## src/rtl/acr_pkg.sv

```systemverilog
package acr_pkg;

    typedef enum logic [1:0] {
        RATIO_256 = 2'd0,
        RATIO_384 = 2'd1,
        RATIO_512 = 2'd2,
        RATIO_768 = 2'd3
    } ratio_e;

    typedef enum logic [1:0] {
        ST_SEEK    = 2'd0,
        ST_MEASURE = 2'd1,
        ST_TRACK   = 2'd2,
        ST_MASTER  = 2'd3
    } det_state_e;

    localparam int BASE_RATIO = 256;
    localparam int NUM_RATIOS = 4;

    // Nominal word-select period, in system clocks, for a ratio code.
    function automatic int nominal_len(input logic [1:0] code);
        case (code)
            2'd0:    return BASE_RATIO;
            2'd1:    return (BASE_RATIO * 3) / 2;
            2'd2:    return BASE_RATIO * 2;
            default: return BASE_RATIO * 3;
        endcase
    endfunction

endpackage

```

## src/rtl/ws_period_meter.sv

```systemverilog
module ws_period_meter #(
    parameter int CNT_W       = 11,
    parameter int SYNC_STAGES = 2
) (
    input  logic             clk,
    input  logic             rst,
    input  logic             ws_in,
    output logic             rise,
    output logic [CNT_W-1:0] period
);
    localparam logic [CNT_W-1:0] CNT_MAX = {CNT_W{1'b1}};

    logic [SYNC_STAGES:0] shift_q;
    logic [CNT_W-1:0]     cnt_q;

    always_ff @(posedge clk) begin
        if (rst) begin
            shift_q <= '0;
        end else begin
            shift_q <= {shift_q[SYNC_STAGES-1:0], ws_in};
        end
    end

    assign rise   = shift_q[SYNC_STAGES-1] & ~shift_q[SYNC_STAGES];
    assign period = cnt_q;

    always_ff @(posedge clk) begin
        if (rst) begin
            cnt_q <= '0;
        end else if (rise) begin
            cnt_q <= CNT_W'(1);
        end else if (cnt_q != CNT_MAX) begin
            cnt_q <= cnt_q + 1'b1;
        end
    end

    // between edges the counter advances by one each cycle until saturated
    a_r2_count_step: assert property (@(posedge clk) disable iff (rst)
        (!rise && cnt_q != CNT_MAX) |=> (cnt_q == $past(cnt_q) + 1'b1));

endmodule

```

## src/rtl/ratio_lock_fsm.sv

```systemverilog
module ratio_lock_fsm
    import acr_pkg::*;
#(
    parameter int CNT_W = 11,
    parameter int TOL   = 2
) (
    input  logic             clk,
    input  logic             rst,
    input  logic             master_sel,
    input  logic             rise,
    input  logic [CNT_W-1:0] period,
    output logic [1:0]       ratio_code,
    output logic             ratio_valid
);
    det_state_e       state_q, state_d;
    ratio_e           code_q, cls;
    logic             valid_q;
    logic [CNT_W-1:0] prev_q;
    logic             hit;
    logic             spread_ok;
    int               delta;

    always_comb begin
        hit = 1'b0;
        cls = RATIO_256;
        for (int i = 0; i < NUM_RATIOS; i++) begin
            if ((int'(period) + TOL >= nominal_len(2'(i))) &&
                (int'(period) <= nominal_len(2'(i)) + TOL)) begin
                hit = 1'b1;
                cls = ratio_e'(i);
            end
        end
        delta     = int'(period) - int'(prev_q);
        spread_ok = (delta <= TOL) && (delta >= -TOL);
    end

    always_comb begin
        state_d = state_q;
        if (master_sel) begin
            state_d = ST_MASTER;
        end else begin
            unique case (state_q)
                ST_SEEK:    if (rise) state_d = ST_MEASURE;
                ST_MEASURE: if (rise) state_d = ST_TRACK;
                ST_TRACK:   state_d = ST_TRACK;
                ST_MASTER:  state_d = ST_SEEK;
            endcase
        end
    end

    always_ff @(posedge clk) begin
        if (rst) state_q <= ST_SEEK;
        else     state_q <= state_d;
    end

    always_ff @(posedge clk) begin
        if (rst) begin
            code_q  <= RATIO_256;
            valid_q <= 1'b0;
            prev_q  <= '0;
        end else if (master_sel) begin
            code_q  <= RATIO_256;
            valid_q <= 1'b1;
        end else begin
            unique case (state_q)
                ST_SEEK:    valid_q <= 1'b0;
                ST_MEASURE: if (rise) prev_q <= period;
                ST_TRACK: begin
                    if (rise) begin
                        prev_q <= period;
                        if (hit && spread_ok) begin
                            code_q  <= cls;
                            valid_q <= 1'b1;
                        end else begin
                            valid_q <= 1'b0;
                        end
                    end
                end
                ST_MASTER:  valid_q <= 1'b0;
            endcase
        end
    end

    assign ratio_code  = code_q;
    assign ratio_valid = valid_q;

    // unmatched period drops the flag and keeps the code
    a_r4_miss_keeps_code: assert property (@(posedge clk) disable iff (rst)
        (!master_sel && state_q == ST_TRACK && rise && !hit)
        |=> (!ratio_valid && $stable(ratio_code)));

    // a spread above the tolerance never validates
    a_r3_reject_spread: assert property (@(posedge clk) disable iff (rst)
        (!master_sel && state_q == ST_TRACK && rise && !spread_ok) |=> !ratio_valid);

    // master mode reports the fixed ratio
    a_r5_master_fixed: assert property (@(posedge clk) disable iff (rst)
        ($past(master_sel) && !$past(rst)) |-> (ratio_valid && ratio_code == 2'd0));

    // leaving master mode clears the flag
    a_r8_leave_master: assert property (@(posedge clk) disable iff (rst)
        (state_q == ST_MASTER && !master_sel) |=> !ratio_valid);

endmodule

```

## src/rtl/frame_clk_gen.sv

```systemverilog
module frame_clk_gen #(
    parameter int BCK_DIV       = 4,
    parameter int BITS_PER_HALF = 32
) (
    input  logic clk,
    input  logic rst,
    input  logic en,
    output logic bck_o,
    output logic ws_o
);
    localparam int DIV_W  = $clog2(BCK_DIV);
    localparam int BIT_W  = $clog2(BITS_PER_HALF);
    localparam int HALF   = BCK_DIV / 2;
    localparam logic [DIV_W-1:0] DIV_LAST = DIV_W'(BCK_DIV - 1);
    localparam logic [BIT_W-1:0] BIT_LAST = BIT_W'(BITS_PER_HALF - 1);

    logic [DIV_W-1:0] div_q, div_d;
    logic [BIT_W-1:0] bit_q;
    logic             bck_q, ws_q;

    assign div_d = (div_q == DIV_LAST) ? '0 : div_q + 1'b1;

    always_ff @(posedge clk) begin
        if (rst || !en) begin
            div_q <= '0;
            bit_q <= '0;
            bck_q <= 1'b0;
            ws_q  <= 1'b0;
        end else begin
            div_q <= div_d;
            bck_q <= (int'(div_d) >= HALF);
            if (div_q == DIV_LAST) begin
                bit_q <= (bit_q == BIT_LAST) ? '0 : bit_q + 1'b1;
                if (bit_q == BIT_LAST) ws_q <= ~ws_q;
            end
        end
    end

    assign bck_o = bck_q;
    assign ws_o  = ws_q;

    // word select moves only together with a bit-clock falling edge
    a_r7_ws_on_bck_fall: assert property (@(posedge clk) disable iff (rst)
        (en && $past(en) && ws_o != $past(ws_o)) |-> $fell(bck_o));

    // a bit-clock high phase lasts more than one cycle
    a_r6_bck_high_hold: assert property (@(posedge clk) disable iff (rst)
        (en && $rose(bck_o)) |=> (bck_o || !en));

endmodule

```

## src/rtl/audio_ratio_detect.sv

```systemverilog
module audio_ratio_detect #(
    parameter int CNT_W         = 11,
    parameter int TOL           = 2,
    parameter int SYNC_STAGES   = 2,
    parameter int BCK_DIV       = 4,
    parameter int BITS_PER_HALF = 32
) (
    input  logic       clk,
    input  logic       rst,
    input  logic       master_sel,
    input  logic       ws_in,
    output logic [1:0] ratio_code,
    output logic       ratio_valid,
    output logic       bck_out,
    output logic       ws_out
);
    logic             rise;
    logic [CNT_W-1:0] period;

    ws_period_meter #(.CNT_W(CNT_W), .SYNC_STAGES(SYNC_STAGES)) u_meter (
        .clk    (clk),
        .rst    (rst),
        .ws_in  (ws_in),
        .rise   (rise),
        .period (period)
    );

    ratio_lock_fsm #(.CNT_W(CNT_W), .TOL(TOL)) u_fsm (
        .clk         (clk),
        .rst         (rst),
        .master_sel  (master_sel),
        .rise        (rise),
        .period      (period),
        .ratio_code  (ratio_code),
        .ratio_valid (ratio_valid)
    );

    frame_clk_gen #(.BCK_DIV(BCK_DIV), .BITS_PER_HALF(BITS_PER_HALF)) u_gen (
        .clk   (clk),
        .rst   (rst),
        .en    (master_sel),
        .bck_o (bck_out),
        .ws_o  (ws_out)
    );

    // frame clock outputs stay low in slave mode
    a_r8_slave_quiet: assert property (@(posedge clk) disable iff (rst)
        !$past(master_sel) |-> (!bck_out && !ws_out));

endmodule

```

## config.mk

```make
export PLATFORM = sky130hd
export DESIGN_NAME = audio_ratio_detect
export DESIGN_NICKNAME = d
export VERILOG_FILES = /design/src/rtl/acr_pkg.sv /design/src/rtl/ws_period_meter.sv /design/src/rtl/ratio_lock_fsm.sv /design/src/rtl/frame_clk_gen.sv /design/src/rtl/audio_ratio_detect.sv
export SDC_FILE = /design/constraint.sdc
export NUM_CORES = 1
export LEC_CHECK = 0
export BUFFER_PORTS_ARGS = -buffer_cell sky130_fd_sc_hd__buf_2
export CAP_MARGIN = 20
export CORE_ASPECT_RATIO = 0.7
export CORE_UTILIZATION = 52
export DETAILED_ROUTE_END_ITERATION = 8
export GPL_TIMING_DRIVEN = 0
export MAX_ROUTING_LAYER = met4
export PLACE_DENSITY = 0.69
export SLEW_MARGIN = 20
export SYNTH_ARGS = -nofsm -noshare
export SYNTH_HDL_FRONTEND = slang
export SYNTH_SLANG_ARGS = --single-unit
```

## constraint.sdc

```tcl
create_clock -name clk -period 4.34 [get_ports clk]
set_input_delay 0.217 -clock clk [delete_from_list [all_inputs] [get_ports clk]]
set_output_delay 0.217 -clock clk [all_outputs]
set_load 0.05 [all_outputs]
```

# Yosys cells after proc, flatten, opt, wreduce, memory -nomap -nowiden
# Cells that the tools add are included.
[op_classes]
eq_ne = 9
n_mux = 19
add_sub_neg = 5
order_cmp = 11
n_bitwise = 4
reduce_logical = 20
[op_table]
columns = ["cell", "count"]
rows = [
  [">= comparator 32 x 11 -> 1 bit (second input constant)", 2],
  [">= comparator 32 x 10 -> 1 bit (second input constant)", 1],
  [">= comparator 32 x 2 -> 1 bit (second input constant)", 1],
  ["<= comparator 32 x 3 -> 1 bit (second input constant)", 1],
  ["<= comparator 11 x 10 -> 1 bit (second input constant)", 2],
  ["<= comparator 11 x 9 -> 1 bit (second input constant)", 2],
  ["adder 11 x 2 -> 12 bit (second input constant)", 1],
  [">= comparator 12 x 9 -> 1 bit (second input constant)", 1],
  ["two-way mux 2 bit", 6],
  ["subtractor 11 x 11 -> 12 bit", 1],
  ["adder 11 x 1 -> 11 bit (second input constant)", 1],
  ["inequality test 11 bit (second input constant)", 1],
  ["two-way mux 1 bit", 10],
  ["inequality test 3 bit (second input constant)", 3],
  ["case mux 2 bit (4 select lines)", 1],
  ["OR reduction 2 bit", 4],
  ["== test 2 bit (second input constant)", 3],
  ["logical AND 1 bit", 6],
  ["AND reduction 2 bit", 3],
  ["AND reduction 3 bit", 2],
  ["adder 5 x 1 -> 5 bit (second input constant)", 1],
  ["== test 5 bit (second input constant)", 1],
  ["two-way mux 5 bit", 1],
  ["inverter 1 bit", 3],
  ["10 further kinds", 10],
]
[word_totals]
register_bits = 39

# Logic depth before layout (Yosys ltp)
# Gate-level depths: netlist of run 1.
[logic_depth]
depth_word = 12
depth_mapped = 11
mapped_depth_nobuf = 11

# Hierarchy
# A second synthesis of run 1 with hierarchy kept.
[hier_totals]
cells_unflattened = 315
hier_area_um2 = 2567.5
[by_module_without_submodules]
columns = ["module", "area_per_inst_um2", "cells_per_inst", "seq_area_each_um2", "instances"]
rows = [
  ["ratio_lock_fsm", 1619.1, 209, 320.3, 1],
  ["ws_period_meter", 591.8, 67, 280.3, 1],
  ["frame_clk_gen", 356.6, 39, 160.2, 1],
]

# Worst setup path before layout of run 1
# OpenSTA, ideal clock, no wires.
[synth_timing]
path_kind = "register -> register"
from = "reg u_meter.cnt_q[0] (netlist: u_meter.period[0])"
to = "reg u_fsm.code_q[0] (netlist: u_fsm.ratio_code[0])"
path_stages_with_launch = 12
slack_ps = 1392
synth_period_minus_slack_ps = 2948
arrival_ps = 2832
n_path_buf = 0
t_required_ps = 4224
path_cell_list = "dfxtp_1 > inv_1 > ha_1 > fa_1 > nand2b_1 > a21oi_1 > o32a_1 > o311ai_1 > or4_1 > nor4_1 > o211ai_1 > o211a_1"
[synth_between]
elab_chain_len = 9
elab_cells_between_ends = 26
cone_classes = "add/sub: 2; order compare: 10; mux: 7; reduce/logical: 7"
[synth_lines]
columns = ["item", "line", "text"]
rows = [
  ["from (decl)", "ws_period_meter.sv:14", "logic [CNT_W-1:0] cnt_q;"],
  ["from (signal assigned)", "ws_period_meter.sv:33", "cnt_q <= cnt_q + 1'b1;"],
  ["branches (longest 9 deep; another with >= comparator 32 x 10 -> 1 bit)", "n/a", ""],
  ["to (signal assigned)", "ratio_lock_fsm.sv:72", "code_q <= cls;"],
  ["to (decl)", "ratio_lock_fsm.sv:16", "ratio_e code_q, cls;"],
]
# Parallel ways; which one is timed is not known.
# A chain may end at the register's enable or synchronous reset.

# Final worst setup path of run 1
# Ends and elaborated chain as after synthesis.

==> results of run 1 <==
cell families (layout without fill, tap and decap cells):
group | count (synthesis) | in the layout | share of synthesized area
AOI/OAI and AO/OA | 75 | 75 | 0.1930
xor gates and xnor gates | 12 | 12 | 0.04210
adders and majority gates | 24 | 24 | 0.1233
buffers and inverters | 33 | 49 | 0.05464
DFF | 38 | 38 | 0.3048
muxes | 2 | 2 | 0.008020
and+or+nand+nor | 140 | 140 | 0.2742
metrics by stage:
stage	hold slack, ns	std cells
2_1_floorplan	0.3452	324
3_3_place_gp	0.4187	387
3_5_place_dp	0.4341	387
4_1_cts	0.1319	395
5_1_grt	0.1280	395
6_report	0.1361	395
report_power, final:
part	leakage, uW	switching (uW)	internal [uW]
Sequential	0.000308	7.84	357
Clock	0.0000472	125	128
Combinational	0.000712	61.6	39.6
Total	0.00107	195	524
cell usage after synthesis (3+ instances only):
cell type | count | area share
nand4_1 | 4 | 0.010
dfxtp_1 | 38 | 0.30
nor2b_1 | 9 | 0.023
nor3_1 | 8 | 0.016
a21oi_1 | 30 | 0.060
nor2_1 | 35 | 0.053
clkbuf_1 | 11 | 0.017
xor2_1 | 8 | 0.028
a21o_1 | 3 | 0.0090
or3_1 | 4 | 0.010
nand2_1 | 42 | 0.063
a211oi_1 | 5 | 0.015
nand2b_1 | 5 | 0.013
ha_1 | 23 | 0.12
inv_1 | 19 | 0.029
nand3_1 | 11 | 0.022
o21ai_1 | 3 | 0.0060
and3_1 | 5 | 0.013
o21ai_0 | 11 | 0.022
nor4_1 | 3 | 0.0075
o21a_1 | 4 | 0.012
xnor2_1 | 4 | 0.014
worst max-delay path: stages (launching register included):
cell,delay (ns)
dfxtp_1,0.46
inv_1,0.15
ha_1,0.25
fa_1,0.41
nand2b_1,0.19
a21oi_1,0.24
o32a_1,0.19
o311ai_1,0.15
or4_1,0.56
nor4_1,0.44
o211ai_1,0.18
o211a_1,0.15
cell type report:
type | instances | share of cell area
plain buffers | 14 | 0.02410
repair buffers | 8 | 0.01483
well taps | 55 | 0.02549
clock inverters | 2 | 0.004634
flip-flops and latches | 38 | 0.2817
multi-input cells | 253 | 0.5922
clock buffers | 6 | 0.03058
inverters | 19 | 0.02641
registers in the layout, summed over array words and instances (netlist names):
name / count
u_fsm.prev_q: 11
u_meter.period: 11
u_gen.bit_q: 5
u_meter.shift_q: 3
u_fsm.ratio_code: 2
u_fsm.state_q: 2
u_fsm.ratio_valid: 1
u_gen.bck_o: 1
u_gen.div_q: 1
u_gen.ws_o: 1
worst min path at each step:
stage / slack, ns / end / cells after the start / from
floorplan: 0.35 / u_meter.shift_q[0] / 1 / ws_in
global placement: 0.42 / u_gen.div_q[0] / 1 / u_gen.div_q[0]
detailed placement: 0.43 / u_meter.shift_q[1] / 1 / u_meter.shift_q[0]
CTS: 0.13 / u_meter.shift_q[0] / 2 / ws_in
global route: 0.13 / u_meter.shift_q[0] / 2 / ws_in
finish: 0.14 / u_meter.shift_q[0] / 2 / ws_in
layout by cell type, fill, tap and decap left out, types with 5 or more instances in the layout:
cell type   n
dfxtp_1    38
ha_1       23
clkbuf_1   11
xor2_1      8
nor3_1      8
inv_1      19
a211oi_1    5
and3_1      5
buf_2       8
clkbuf_8    6
nor2_1     35
nor2b_1     9
nand2_1    42
o21ai_0    11
a21oi_1    30
nand3_1    11
nand2b_1    5
routing by layer:
layer  share of wire  wire length [um]  global-route usage  up-vias
li1                -                 -                   -     1151
met1            0.56              2967              0.3572      987
met2            0.38              2052              0.3217       42
met3           0.054               286             0.05387        4
met4          0.0051                27             0.03874        0
met5               0                 0                   -        -
==> impl_metrics.csv, run 1 <==
group,metric,value,unit
yosys,ys_async_sr_fraction,0,
sta,fin_crit,3.472,ns
placement,dpl_worst_slack,0.9285,ns
sta,skew,0.006436,ns
sta,period_share,0.7999,
cts,clockRootBuffer,"clkbuf_8",
cts,cts_sinks,38,
worst_setup_path,critPathLaunch,"u_meter.period[0]",
die,rows,20,
sta,setup_violations,0,
cells_and_area,area_growth_syn_to_layout,8.170,%
yosys,yosysWarnings,0,
global_routing,track_usage,0.2374,
cts,numCtsBuffers,5,
job,drv_cap,0,
yosys,synth_nets,352,
global_routing,grt_overflow,0,
sta,worstMarginPinSlew,0.5561,ns
sta,maxSlewHeadroom,0.6258,
sta,fin_setup_tns,0,ns
global_routing,grt_pass1_wl,9.066,mm
die,die_x,84.81,um
die,die_area,5086,um^2
power_and_ir_drop,leakagePower,0.001068,uW
worst_setup_path,r2r_end,"u_fsm.ratio_code[0]",
sta,rsz0062_at_grt,"false",
sta,final_hold_viol_count,0,
global_routing,grt_pass1_vias,1925,
detailed_routing,drt_iter0_drc,110,
die,dieHeight,59.97,um
worst_setup_path,cp-end-kind,"flop",
detailed_routing,drc,0,
cts,ctsResizeCount,0,
detailed_routing,wl_per_cell,13.50,um
detailed_routing,drt-pass1-iter-count,6,
cells_and_area,diodes,0,
yosys,syn_area,2496,um^2
cells_and_area,post-route-util,0.6028,
cts,clk_pin_slew,0.07,ns
run_status,status,"finished clean",
worst_setup_path,reg2reg_from,"u_meter.period[0]",
detailed_routing,viasPerCell,5.529,
cells_and_area,fillCellCount,422,
detailed_routing,vias,2184,
worst_setup_path,ff2ff_path_depth,11,
die,core,4479,um^2
sta,slew_viol_final,0,
worst_setup_path,r2r_setup_slack,0.87,ns
yosys,synth.avg_cell_area,7.704,um^2
cts,htree_levels,2,
cells_and_area,drive_gt1_frac,0.07059,
die,ioPinCount,9,
worst_setup_path,cp_max_fo,6,
cts,tritoncts,"done",
yosys,synth_cells,324,
cells_and_area,multi_input_area,1599,um^2
worst_setup_path,crit_path_end,"u_fsm.ratio_code[0]",
cts,cts_hold_buffers,0,
sta,setup_slack,0.8684,ns
worst_setup_path,arrival,3.66,ns
detailed_routing,ant_nets,0,
placement,placed_area,2605,um^2
global_routing,antenna_found_initial,0,
die,start_util,0.5573,
cts,post_cts_buffers,0,
power_and_ir_drop,total_power,718.4,uW
yosys,yosysUniqueCellTypes,53,
cts,clockBufferDepth,2,
cells_and_area,ff_latch_area,760.7,um^2
placement,dp_hpwl,4.150,mm
cts,clock_latency,0.29,ns
cells_and_area,final_nets,367,
yosys,synth_edf_count,0,
worst_setup_path,worst_setup_path_start_kind,"flop",
yosys,synth-seq-cells,38,
global_routing,grt_max_degree,13,
worst_setup_path,crit_type,"reg -> reg",
placement,place.gp.congestion,0.8748,
placement,io_buffers,8,
worst_hold_path,hold_class,"in -> reg",
power_and_ir_drop,ir_drop,185.2,uV
detailed_routing,wl,5.334,mm
cells_and_area,fin_area,2700,um^2
yosys,ys.flop_type,"dfxtp_1",
worst_setup_path,cp.required,4.53,ns
power_and_ir_drop,powerDensity,266.1,nW/um^2
yosys,yosysSeqAreaShare,0.3048,
sta,max_freq,0.2881,GHz
No activity file was read; power rests on OpenSTA's default activity.
==> inputs of run 2 (changes only) <==
--- a/config.mk
+++ b/config.mk
@@ -12,7 +12,7 @@
 export DETAILED_ROUTE_END_ITERATION = 8
 export GPL_TIMING_DRIVEN = 0
 export MAX_ROUTING_LAYER = met4
-export PLACE_DENSITY = 0.69
+export PLACE_DENSITY = 0.71
 export SLEW_MARGIN = 20
 export SYNTH_ARGS = -nofsm -noshare
 export SYNTH_HDL_FRONTEND = slang
==> constraint.sdc (replaced) <==
create_clock -name clk -period 2.95 [get_ports clk]
set_input_delay 0.1475 -clock clk [delete_from_list [all_inputs] [get_ports clk]]
set_output_delay 0.1475 -clock clk [all_outputs]
set_load 0.05 [all_outputs]
==> run 2 against run 1 <==
Non-clock buffer count increased by 1. Highest routed layer unchanged. Global-route usage increased by 2.2 points. Critical path type unchanged. Sequential share of layout area decreased by 1.1 points. Critical path depth decreased by 2.
==> impl_metrics.csv, run 2 (synthesis results as in run 1) <==
group,metric,value,unit
run_status,status,"finished clean",
cells_and_area,diodes,0,
die,rows,20,
worst_setup_path,worstPathCellList,"inv_4 > ha_4 > fa_2 > or4_1 > or3_4 > nor4bb_2 > and4_1 > o211ai_1 > a21oi_1",
worst_setup_path,cp-end-kind,"flop",
placement,dp_hpwl,4.344,mm
die,die_area,5086,um^2
die,core,4479,um^2
cells_and_area,final_cell_mix,"nand2_1, dfxtp_1, nor2_1",
power_and_ir_drop,ir_drop,286.9,uV
worst_setup_path,critPathLaunch,"u_meter.period[0]",
power_and_ir_drop,total_power,1094,uW
cts,cts_sinks,38,
worst_setup_path,crit_slowest_cell,"or4_1",
sta,rsz0062_at_grt,"false",
sta,worstMarginPinSlew,0.6044,ns
sta,skew,0.007027,ns
cts,clock_latency,0.30,ns
worst_setup_path,crit_type,"reg -> reg",
global_routing,grt_max_degree,13,
worst_setup_path,r2r_setup_slack,0.16,ns
sta,max_freq,0.3580,GHz
global_routing,grt_pass1_wl,9.680,mm
sta,fin_crit,2.793,ns
cells_and_area,layout_commonest_cell,"nand2_1",
sta,slew_viol_final,0,
die,die_x,84.81,um
cts,numCtsBuffers,5,
worst_setup_path,cp_max_fo,4,
worst_setup_path,reg2reg_from,"u_meter.period[0]",
cts,tritoncts,"done",
power_and_ir_drop,switching_share,0.2898,
global_routing,track_usage,0.2590,
detailed_routing,vias,2323,
cells_and_area,post-route-util,0.6324,
global_routing,antenna_found_initial,0,
cells_and_area,ff_latch_area,768.2,um^2
detailed_routing,drt-pass1-iter-count,5,
power_and_ir_drop,p_switching,317.1,uW
sta,maxSlewHeadroom,0.5971,
power_and_ir_drop,leakagePower,0.001094,uW
detailed_routing,drt_iter0_drc,162,
cells_and_area,area_growth_syn_to_layout,13.48,%
worst_setup_path,cp.required,3.18,ns
sta,period_share,0.9468,
cells_and_area,final_nets,368,
placement,placed_area,2605,um^2
cts,clk_pin_slew,0.08,ns
placement,io_buffers,8,
worst_setup_path,worst_setup_path_start_kind,"flop",
die,start_util,0.5573,
sta,final_hold_viol_count,0,
cells_and_area,multi_input_area,1714,um^2
global_routing,grt_overflow,0,
cts,clockBufferDepth,2,
placement,place.gp.congestion,0.9196,
detailed_routing,wl_per_cell,15.25,um
worst_setup_path,crit_path_max_incr_delay,0.53,ns
global_routing,grt_pass1_vias,1966,
cts,htree_levels,2,
sta,setup_violations,0,
sta,hold_ws,0.04996,ns
detailed_routing,wl,6.040,mm
worst_setup_path,r2r_end,"u_fsm.ratio_valid",
detailed_routing,drc,0,
worst_hold_path,hold_class,"in -> reg",
die,ioPinCount,9,
die,dieHeight,59.97,um
worst_setup_path,ff2ff_path_depth,9,
cells_and_area,fin_area,2833,um^2
power_and_ir_drop,p_comb_frac,0.155,
cells_and_area,fillCellCount,384,
cells_and_area,drive_gt1_frac,0.1261,
cts,clockRootBuffer,"clkbuf_8",
worst_hold_path,whs_path_depth,2,
power_and_ir_drop,powerDensity,386.4,nW/um^2
job,drv_cap,0,
cells_and_area,instances_no_fill,396,
power_and_ir_drop,p_clk_frac,0.356,
detailed_routing,ant_nets,0,
detailed_routing,viasPerCell,5.866,
power_and_ir_drop,p_int,777.3,uW
placement,dp.cells,387,
worst_setup_path,arrival,3.02,ns
worst_setup_path,crit_path_end,"u_fsm.ratio_valid",
power_and_ir_drop,seqPwrFrac,0.490,
==> run 2: power groups by stage <==
stage	combinational, uW	sequential [uW]	clock (uW)
2_1_floorplan	110	551	0
3_3_place_gp	147	547	0
3_5_place_dp	148	548	0
4_1_cts	158	536	392
5_1_grt	187	538	421
6_report	169	536	389
==> run 2: repair_timing <==
| action | 4_1_cts | 5_1_grt |
|---|---|---|
| pin swaps | 6 | 3 |
| gates resized for setup | 12 | 12 |
| buffers inserted | 0 | 1 |
| cloned | 0 | 0 |
| hold buffers | 0 | 0 |
| setup endpoints to repair | 3 | 2 |
==> run 2: through the flow <==
stage               setup TNS (ns)  setup slack [ns]
detailed placement         -0.7864           -0.3985
global route                     0         0.0006954
CTS                              0           0.02331
finish                           0            0.1568
global placement           -0.6821           -0.3561
floorplan                        0          0.002023
==> run 2: cell type report <==
cell class                      instances  area share
Multi-Input combinational cell        253      0.6051
Sequential cell                        38      0.2712
Clock buffer                            6     0.02915
Inverter                               19     0.02606
Tap cell                               55     0.02429
Buffer                                 14     0.02297
Timing Repair Buffer                    9     0.01678
Clock inverter                          2    0.004417
==> run 2: worst min-delay path by stage <==
| stage | from | end | slack, ns |
|---|---|---|---|
| after floorplan | ws_in | u_meter.shift_q[0] | 0.28 |
| after detailed placement | ws_in | u_meter.shift_q[0] | 0.37 |
| after CTS | ws_in | u_meter.shift_q[0] | 0.05 |
| final | ws_in | u_meter.shift_q[0] | 0.05 |
| after global placement | ws_in | u_meter.shift_q[0] | 0.37 |
| after global routing | ws_in | u_meter.shift_q[0] | 0.05 |
==> run 2: critical path, delay by kind of cell (launching register included) <==
kind            cells  cell delay [ns]
buf+inv             1             0.07
flops               1             0.37
compound gates      2             0.30
simple gates        4             1.40
fa+ha+maj           2             0.57
==> run 2: per-layer routing <==
layer / up-vias / wire (um) / GRT usage
met4: 0 / 101 / 0.07748
met5: - / 0 / -
met1: 1071 / 3199 / 0.3834
met3: 10 / 371 / 0.05525
li1: 1164 / - / -
met2: 78 / 2367 / 0.3461
